## src/rtl/fsel_alu.sv

```systemverilog
module fsel_alu #(
  parameter int W = 8
) (
  input  logic [W-1:0] a_in,
  input  logic [W-1:0] b_in,
  input  logic [4:0]   fs,
  output logic [W-1:0] f,
  output logic         ovf,
  output logic         cout,
  output logic         neg,
  output logic         zero
);
  localparam int MSB = W - 1;

  logic [W-1:0] y_sel;
  logic [W:0]   sum_w;
  logic         is_arith;
  logic [W-1:0] logic_res;
  logic [W-1:0] move_res;

  assign is_arith = (fs[4:3] == 2'b00);

  always_comb begin
    unique case (fs[2:1])
      2'b00:   y_sel = '0;
      2'b01:   y_sel = b_in;
      2'b10:   y_sel = ~b_in;
      default: y_sel = '1;
    endcase
  end

  assign sum_w = {1'b0, a_in} + {1'b0, y_sel} + {{W{1'b0}}, fs[0]};

  always_comb begin
    logic_res = '0;
    if (!fs[0]) begin
      unique case (fs[2:1])
        2'b00:   logic_res = a_in & b_in;
        2'b01:   logic_res = a_in | b_in;
        2'b10:   logic_res = a_in ^ b_in;
        default: logic_res = ~a_in;
      endcase
    end
  end

  always_comb begin
    unique case (fs)
      5'b10000: move_res = b_in;
      5'b10100: move_res = {1'b0, b_in[MSB:1]};
      5'b11000: move_res = {b_in[MSB-1:0], 1'b0};
      default:  move_res = '0;
    endcase
  end

  always_comb begin
    unique case (fs[4:3])
      2'b00:   f = sum_w[MSB:0];
      2'b01:   f = logic_res;
      default: f = move_res;
    endcase
  end

  assign cout = is_arith & sum_w[W];
  assign ovf  = is_arith & (a_in[MSB] == y_sel[MSB]) & (sum_w[MSB] != a_in[MSB]);
  assign neg  = f[MSB];
  assign zero = ~|f;
endmodule


```

## config.mk

```make
export PLATFORM = sky130hd
export DESIGN_NAME = fsel_alu
export DESIGN_NICKNAME = d
export VERILOG_FILES = /design/src/rtl/fsel_alu.sv
export SDC_FILE = /design/constraint.sdc
export NUM_CORES = 1
export LEC_CHECK = 0
export CAP_MARGIN = 0
export CORE_UTILIZATION = 57
export DETAILED_ROUTE_END_ITERATION = 7
export GPL_TIMING_DRIVEN = 1
export PLACE_DENSITY = 0.95
export RECOVER_POWER = 25
export SLEW_MARGIN = 20
export SYNTH_ARGS = -nofsm -noshare
export SYNTH_HDL_FRONTEND = slang
export SYNTH_SLANG_ARGS = --single-unit
```

## constraint.sdc

```tcl
create_clock -name vclk -period 7.2
set_clock_uncertainty 0.2 [all_clocks]
set_input_delay 1.44 -clock vclk [all_inputs]
set_output_delay 1.44 -clock vclk [all_outputs]
set_load 0.01 [all_outputs]
```

======== Word level (Yosys, flattened, before mapping) ========
Index checks and enable logic that the tools add are counted.
storage, ports and cells
  register bits ........................... 0
  bits in latches ......................... 0
  RAM bits ................................ 0
  bits in read-only memories .............. 0
  input bits .............................. 21
  output and inout bits ................... 12
  memories ................................ 0
cells by class
  add/sub/neg operators ................... 2
  multipliers ............................. 0
  divide/modulo/power cells ............... 0
  magnitude comparators ................... 0
  equality and inequality tests ........... 8
  shifts and indexed selects .............. 0
  multiplexer cells ....................... 5
  bitwise operators ....................... 8
  reductions and logical operators ........ 4
operator list
  cell                  number
  $pmux W8 S3           3
  $not A8 Y8            2
  $pmux W8 S2           1
  $eq A5 B5 Y1 const B  3
  $add A8 B8 Y9         1
  $add A9 B1 Y9         1
  $and A8 B8 Y8         1
  $mux W8               1
  $or A8 B8 Y8          1
  $reduce_or A8 Y1      1
  $xor A8 B8 Y8         1
  $eq A2 B1 Y1 const B  2
  $logic_not A2 Y1      2
  $and A1 B1 Y1         3
  $eq A2 B2 Y1 const B  1
  $eq A1 B1 Y1          1
  $logic_not A1 Y1      1
  $ne A1 B1 Y1          1

======== Longest topological paths before layout ========
Gate-level depths: netlist (run 1).
  depth after elaboration ................. 7
  gate-level depth with buffers ........... 13
  depth with buffers taken out ............ 9

======== Worst setup path before layout (run 1) ========
OpenSTA, ideal clock, no wires.
  path kind ............................... input -> output
  from .................................... in fs[2]
  to ...................................... out zero
  arrival ................................. 4.398 ns
  required time ........................... 5.560 ns
  setup slack ............................. 1.162 ns
  stages .................................. 12
  buffers on the path ..................... 4
  cell sequence ........................... buf_6 > buf_2 > buf_2 > clkbuf_1 > mux2_2 > fa_1 > fa_1 > xor2_1 > a22oi_1 > o211ai_1 > or4b_1 > nor4_2
on the way
  cells in the longest elaborated chain, start to end .. 7
ends and longest elaborated chain
  item                                  line    source
  start, declared                       6       input logic [4:0] fs,
  $eq A2 B2 Y1 (tied with other cells)  24, 37
  $pmux W8 S3                           24      unique case (fs[2:1])
  $add A8 B8 Y9                         32      assign sum_w = {1'b0, a_in} + {1'b0, y_sel} + {{W{1'b0}}, fs[0]};
  $add A9 B1 Y9                         32
  $pmux W8 S2 (*)                       56      unique case (fs[4:3])
  via f[2]                              7       output logic [W-1:0] f,
  $reduce_or A8 Y1 (*)                  66      assign zero = ~|f;
  $logic_not A1 Y1 (*)                  66
  end, declared                         11      output logic zero
Mark *: on every way through the listed nets, which the timed path passes. The rest lies on a longest branch.

======== Worst setup path after layout (run 1) ========
  from .................................... in fs[1]
  to ...................................... out zero
on the way
  cells in the longest elaborated chain, start to end .. 7
ends and longest elaborated chain
  item                                  line
  $eq A2 B2 Y1 (tied with other cells)  24, 37
  $pmux W8 S3                           24
  $add A8 B8 Y9                         32
  $add A9 B1 Y9                         32
  $pmux W8 S2 (*)                       56
  $reduce_or A8 Y1 (*)                  66
  $logic_not A1 Y1 (*)                  66
Mark *: on every way between the ends. The rest lies on a longest branch, timed or not.

==> flow_metrics.py, run 1 <==
metrics = {
    "status": {
        "status": "complete, no violations",
    },
    "clock_network": {
        "postCtsSetupRepairBufs": 0,
        "cts_resized": 0,
        "ctsHoldBuffers": 0,
    },
    "placement": {
        "place.gp.congestion": 0.910,
        "dp.final_hpwl_mm": 2.73,
        "port_buffers": 33,
        "dpl-instance-area_sq_um": 1650,
        "pre_cts_ws_ps": 494,
    },
    "logic_synthesis": {
        "syn_inst": 171,
        "synth_area_leaders": "ha_1 22%, mux2_2 8.4%, inv_1 6.5%",
        "synth_top_area_cell": "ha_1",
        "yosys_warnings": 0,
        "synth_cell_types": 50,
        "netlist_area_sq_um": 1340,
        "avgSynthCellArea_sq_um": 7.81,
        "synth_top_cell_area_share_pct": 21.5,
        "synth_nets": 217,
        "ys_seq_area_share_pct": 0,
    },
    "finish": {
        "numSequentialCells": 0,
        "design_area_sq_um": 1640,
        "drive_gt1_share_pct": 9.74,
        "num-nets-final": 243,
        "antennaDiodeCount": 0,
        "regArea_sq_um": 0,
        "area_growth_pct": 22.8,
        "nClkBuffers": 0,
    },
    "min_path": {
        "hold_path_class": "in -> out",
        "hold_end": "ovf",
        "hold_depth": 4,
        "min_from": "a_in[7]",
    },
    "worst_setup_path": {
        "required_ps": 5560,
        "path_max_fanout": 19,
        "path_cells": "dlygate4sd3_1 -> clkbuf_1 -> nor4b_1 -> a32oi_1 -> o211ai_1 -> nor4b_1 -> or4b_1 -> nor4_2 -> clkdlybuf4s50_1",
        "crit_top_cell": "nor4b_1",
        "critPathKind": "in -> out",
        "startpoint_type": "input port",
        "endpoint_kind": "output pin",
        "slowest_delay_ps": 770,
        "slowest_stage": "dlygate4sd3_1",
        "cp.arrival_ps": 5150,
    },
    "floorplanning": {
        "core_sq_um": 2210,
        "die_w_um": 50.4,
        "floorplan.initialDensity_pct": 60.4,
        "rows": 17,
        "dieArea_sq_um": 2540,
        "die_h_um": 50.4,
        "io-pin-count": 33,
    },
    "timing": {
        "period_share_pct": 94.3,
        "hold_viol": 0,
        "drv_slew": 0,
        "rsz0062_at_grt": "no",
        "relSlewSlack_pct": 12.0,
        "max_freq_ghz": 0.147,
        "finalSetupViolations": 0,
        "period_needed_ps": 6790,
        "finalSetupTns_ps": 0,
        "max_slew.worst_pin.slew_ps": 1300,
        "setup_ws_ps": 408,
    },
    "drt": {
        "vias": 1416,
        "wl_met3_um": 239,
        "drt-total-wl_mm": 3.45,
        "via_per_inst": 6.35,
        "routed.top_layer": "met4",
        "firstDrtPassIters": 4,
        "drt-initial-drc-count": 52,
        "wl_met1_mm": 1.43,
        "drc_errors": 0,
        "dr_wl_met2_mm": 1.72,
        "wl_per_cell_um": 15.5,
        "ant_nets": 0,
    },
    "global_route": {
        "track_usage_pct": 28.5,
        "grt_pass1_wl_mm": 5.78,
        "grt_pass1_vias": 1301,
        "grt_overflow": 0,
        "antenna_found_initial": 0,
        "grt_max_degree": 33,
    },
    "flow_run": {
        "max_cap_viol_count": 0,
    },
    "power": {
        "power_density_nw_per_um2": 70.7,
        "p_seq_share_pct": 0,
        "vdd_drop_max_mv": 0.0415,
        "p_int_uw": 59.2,
        "clkPwrFrac_pct": 0,
        "combPwrFrac_pct": 100.0,
        "netSwitchingPower_uw": 56.9,
        "p_leak_nw": 0.718,
        "swShare_pct": 49.0,
    },
}
[synth_stat cells, drive strengths merged, types with 2 or more instances]
cell type / count
ha: 23
o21a: 2
nor2b: 3
buf: 9
o21ai: 12
clkbuf: 2
nor4b: 2
nor3b: 5
fa: 2
a211oi: 2
nand2b: 3
mux2i: 3
a221o: 2
inv: 23
o211ai: 3
nor2: 8
mux4: 4
a2111oi: 2
a21o: 2
and3b: 2
nand3: 3
nand2: 10
mux2: 10
a211o: 2
nor3: 3
a32oi: 3
or3b: 2
a21oi: 8
[power by group through the flow]
| stage | sequential (mW) | combinational (mW) | clock (mW) |
|---|---|---|---|
| detailed placement | 0 | 0.115 | 0 |
| finish | 0 | 0.116 | 0 |
| global placement | 0 | 0.110 | 0 |
| floorplan | 0 | 0.0714 | 0 |
| global route | 0 | 0.127 | 0 |
| CTS | 0 | 0.116 | 0 |
[worst max path at each step]
stage | from | to | slack (ps) | cells past startpoint
floorplan | fs[2] | zero | 1160 | 12
global placement | fs[1] | zero | 580 | 11
detailed placement | fs[1] | zero | 490 | 11
CTS | fs[1] | zero | 480 | 11
global route | fs[1] | zero | 160 | 9
finish | fs[1] | zero | 410 | 9
[cell families after synthesis]
kind of cell    synth area share, %
compound gates                 23.1
xor+xnor                       1.31
fa+ha+maj                      24.5
buf+inv                        11.3
mux                            17.7
simple gates                   22.0
[routing by layer]
metal	global-route usage, %	vias to the layer above
met2	52.7	70
li1	-	681
met4	4.17	0
met1	37.1	655
met5	0	-
met3	0.909	10
[critical path: cells and delay by family]
family                 cells  cell delay (ps)
and+or+nand+nor            4             1220
buffers and inverters      3             2030
AOI/OAI and AO/OA          2              460
[cells in the final DEF (no fill, tap or decap), types with 3 or more instances in the layout]
cell / Yosys / layout
inv_1: 23 / 23
o211ai_1: 3 / 3
mux2i_1: 3 / 3
nor2_1: 8 / 8
ha_1: 23 / 23
nor3_1: 3 / 3
mux2_2: 10 / 10
a32oi_1: 3 / 3
o21ai_0: 11 / 11
nand3_1: 3 / 3
nand2b_1: 3 / 3
nor3b_1: 5 / 5
a21oi_1: 8 / 8
nor2b_1: 3 / 3
mux4_2: 3 / 3
clkdlybuf4s50_1: 0 / 32
nand2_1: 10 / 10
[stage by stage]
step           cells  hold WS, ps  total power, mW  util (%)
2_1_floorplan    171         2830           0.0714         -
3_3_place_gp     223         3860            0.110      74.7
3_5_place_dp     223         3870            0.115      74.7
4_1_cts          223         3870            0.116      74.7
5_1_grt          223         3910            0.127      74.2
6_report         223         3870            0.116      74.2
[cell type report]
cell class / count / area (sq um)
fill: 167 / 571
inverter: 23 / 86.3
multi-input combinational: 137 / 1180
tap: 28 / 35.0
timing repair buffer: 35 / 342
Power figures use the tool's default switching activity.
==> run 2, diff against run 1 <==
- REMOVE_ABC_BUFFERS: not set -> 1
==> flow_metrics.py, run 2 (same netlist as run 1, synthesis figures left out) <==
metrics = {
    "floorplanning": {
        "rows": 17,
        "io-pin-count": 33,
        "dieArea_sq_um": 2540,
        "die_h_um": 50.4,
        "die_w_um": 50.4,
        "core_sq_um": 2210,
        "floorplan.initialDensity_pct": 60.4,
    },
    "timing": {
        "period_share_pct": 94.8,
        "period_needed_ps": 6820,
        "finalSetupViolations": 0,
        "max_freq_ghz": 0.147,
        "finalSetupTns_ps": 0,
        "rsz0062_at_grt": "no",
        "hold_viol": 0,
        "relSlewSlack_pct": 14.7,
        "max_slew.worst_pin.slew_ps": 1260,
        "setup_ws_ps": 377,
        "drv_slew": 0,
    },
    "placement": {
        "port_buffers": 33,
        "place.gp.congestion": 0.902,
        "pre_cts_ws_ps": 477,
        "dp.final_hpwl_mm": 2.86,
        "dpl-instance-area_sq_um": 1650,
    },
    "clock_network": {
        "postCtsSetupRepairBufs": 0,
        "ctsHoldBuffers": 0,
        "cts_resized": 0,
    },
    "global_route": {
        "antenna_found_initial": 0,
        "grt_pass1_vias": 1428,
        "track_usage_pct": 29.4,
        "grt_max_degree": 33,
        "grt_pass1_wl_mm": 5.93,
        "grt_overflow": 0,
    },
    "drt": {
        "ant_nets": 0,
        "firstDrtPassIters": 5,
        "drc_errors": 0,
        "via_per_inst": 6.50,
        "drt-initial-drc-count": 51,
        "vias": 1450,
        "wl_per_cell_um": 16.3,
        "drt-total-wl_mm": 3.64,
    },
    "finish": {
        "final_common_cell": "clkdlybuf4s50_1",
        "design_area_sq_um": 1640,
        "num-nets-final": 243,
        "fillers": 181,
        "area_growth_pct": 22.8,
        "layout_common_cells": "32 x clkdlybuf4s50_1, 23 x inv_1, 23 x ha_1",
        "numSequentialCells": 0,
        "nClkBuffers": 0,
        "drive_gt1_share_pct": 9.74,
        "regArea_sq_um": 0,
        "antennaDiodeCount": 0,
    },
    "status": {
        "status": "complete, no violations",
    },
    "worst_setup_path": {
        "path_max_fanout": 12,
        "endpoint_kind": "output pin",
        "path_cells": "dlygate4sd3_1 -> mux2_2 -> fa_1 -> a211oi_1 -> o21bai_1 -> o311ai_0 -> nand2b_1 -> a21o_1 -> nor4_2 -> clkdlybuf4s50_1",
        "cp.arrival_ps": 5180,
        "slowest_delay_ps": 700,
        "slowest_stage": "dlygate4sd3_1",
        "required_ps": 5560,
        "startpoint_type": "input port",
        "critPathKind": "in -> out",
    },
    "power": {
        "vdd_drop_max_mv": 0.0525,
        "power_density_nw_per_um2": 71.8,
        "p_leak_nw": 0.718,
        "finalPower_uw": 118,
    },
    "min_path": {
        "hold_path_class": "in -> out",
    },
    "flow_run": {
        "max_cap_viol_count": 0,
    },
}
## run 2: cell counts in the layout (fill, tap and decap cells not counted)
Identical to the previous run, type by type.
## run 2: stage by stage
| step | instances | utilization (%) | hold slack [ps] |
|---|---|---|---|
| floorplan | 160 | - | 2760 |
| global placement | 223 | 74.7 | 3860 |
| detailed placement | 223 | 74.7 | 3880 |
| CTS | 223 | 74.7 | 3880 |
| global route | 223 | 74.2 | 3930 |
| finish | 223 | 74.2 | 3880 |
## run 2: worst paths after layout
kind                  startpoint  endpoint  depth (start not counted)
worst min-delay path     b_in[1]      f[2]                          4
worst max-delay path       fs[1]      zero                         10
## run 2: layer usage
layer | global-route usage [%] | share of wire (%)
met5 | 0 | 0
met3 | 1.52 | 5.4
met2 | 55.3 | 54
met1 | 34.2 | 40
met4 | 11.1 | 1.3
## run 2: power by group
part	switching (mW)	internal [mW]	leakage, nW	total [mW]
combinational	0.0584	0.0596	0.718	0.118
sequential	0	0	0	0
clock	0	0	0	0
## run 2: critical path: cells and delay by family
kind,cells,cell delay (ps)
adder cells (fa/ha/maj),1,420
AND/OR/NAND/NOR,2,390
multiplexers,1,330
AO/OA/AOI/OAI,4,1330
buffers and inverters,2,1270
## run 2: layout make-up
| cell class | instances | area [sq um] | area share (%) |
|---|---|---|---|
| inverters | 23 | 86.3 | 5.26 |
| multi-input cells | 137 | 1180 | 71.8 |
| well taps | 28 | 35.0 | 2.13 |
| repair buffers | 35 | 342 | 20.8 |
==> run 3, diff against run 2 <==
- RECOVER_POWER: 25 -> not set
- REMOVE_ABC_BUFFERS: 1 -> not set
- SETUP_SLACK_MARGIN: not set -> 0.1
==> flow_metrics.py, run 3 (same netlist as run 1, synthesis figures left out) <==
metrics = {
    "status": {
        "status": "complete, no violations",
    },
    "timing": {
        "relSlewSlack_pct": 47.9,
        "rsz0062_at_grt": "no",
        "fin_hold_ws_ps": 3870,
        "max_slew.worst_pin.slew_ps": 776,
        "finalSetupTns_ps": 0,
        "finalSetupViolations": 0,
        "drv_slew": 0,
        "hold_viol": 0,
        "period_needed_ps": 6730,
        "max_freq_ghz": 0.149,
        "period_share_pct": 93.4,
    },
    "min_path": {
        "hold_path_class": "in -> out",
    },
    "finish": {
        "nClkBuffers": 0,
        "final_common_cell": "clkdlybuf4s50_1",
        "regArea_sq_um": 0,
        "area_growth_pct": 23.6,
        "layout_common_cells": "33 x clkdlybuf4s50_1, 23 x inv_1, 23 x ha_1",
        "antennaDiodeCount": 0,
        "numSequentialCells": 0,
        "num-nets-final": 243,
        "drive_gt1_share_pct": 10.8,
        "design_area_sq_um": 1650,
    },
    "clock_network": {
        "ctsHoldBuffers": 0,
        "cts_resized": 0,
        "postCtsSetupRepairBufs": 0,
    },
    "global_route": {
        "track_usage_pct": 28.5,
        "antenna_found_initial": 0,
        "grt_pass1_vias": 1301,
        "grt_pass1_wl_mm": 5.78,
        "grt_max_degree": 33,
        "grt_overflow": 0,
    },
    "worst_setup_path": {
        "required_ps": 5560,
        "endpoint_kind": "output pin",
        "path_max_fanout": 12,
        "startpoint_type": "input port",
        "path_cells": "clkdlybuf4s50_1 -> mux2_2 -> fa_1 -> fa_1 -> nand3_1 -> and3b_1 -> nor3_1 -> nor4b_1 -> or4b_1 -> nor4_2 -> clkdlybuf4s50_1",
        "slowest_stage": "clkdlybuf4s50_1",
        "cp_top_family": "simple AND/OR/NAND/NOR gates",
        "crit_buf_inv": 2,
        "critPathKind": "in -> out",
        "cp.arrival_ps": 5090,
        "slowest_delay_ps": 600,
    },
    "power": {
        "finalPower_uw": 116,
        "p_leak_nw": 0.723,
        "power_density_nw_per_um2": 70.5,
        "vdd_drop_max_mv": 0.0417,
    },
    "drt": {
        "via_per_inst": 6.36,
        "drt-initial-drc-count": 62,
        "wl_per_cell_um": 15.5,
        "drt-total-wl_mm": 3.45,
        "vias": 1419,
        "ant_nets": 0,
        "drc_errors": 0,
        "firstDrtPassIters": 4,
    },
    "floorplanning": {
        "dieArea_sq_um": 2540,
        "core_sq_um": 2210,
        "floorplan.initialDensity_pct": 60.4,
        "die_h_um": 50.4,
        "die_w_um": 50.4,
        "io-pin-count": 33,
        "rows": 17,
    },
    "placement": {
        "port_buffers": 33,
        "place.gp.congestion": 0.910,
        "dpl-instance-area_sq_um": 1650,
        "dp.final_hpwl_mm": 2.73,
    },
    "flow_run": {
        "max_cap_viol_count": 0,
    },
}
run 3: cell count changes in the layout (fill, tap and decap cells not counted), sizes merged:
cell,before,now
dlygate4sd3,1,0
clkbuf,1,0
buf,1,2
clkdlybuf4s50,32,33
run 3: through the flow:
stage	instances	util [%]	setup slack (ps)
floorplan	171	-	1160
global placement	223	74.7	582
detailed placement	223	74.7	494
CTS	223	74.7	479
global route	223	74.7	292
finish	223	74.7	474
run 3: path summary, 6_finish.rpt:
path / to / depth (start not counted) / slack (ps) / start
setup / recovery: zero / 11 / 470 / fs[1]
hold / removal: ovf / 4 / 3870 / a_in[7]
run 3: final cells by class:
class                      count  area (sq um)
tap                           28          35.0
multi-input combinational    137          1180
fill                         163           561
timing repair buffer          35           345
inverter                      23          86.3
run 3: where the power goes:
part,switching [mW],total (mW),internal (mW)
sequential,0,0,0
combinational,0.0569,0.116,0.0596
clock,0,0,0
run 3: metal layers:
| layer | global-route usage (%) | share of wire, % | vias to the layer above |
|---|---|---|---|
| met3 | 0.909 | 8.3 | 8 |
| met4 | 4.17 | 1.8 | 0 |
| met5 | 0 | 0 | - |
| met1 | 37.1 | 40 | 661 |
| met2 | 52.7 | 50 | 70 |
| li1 | - | - | 680 |
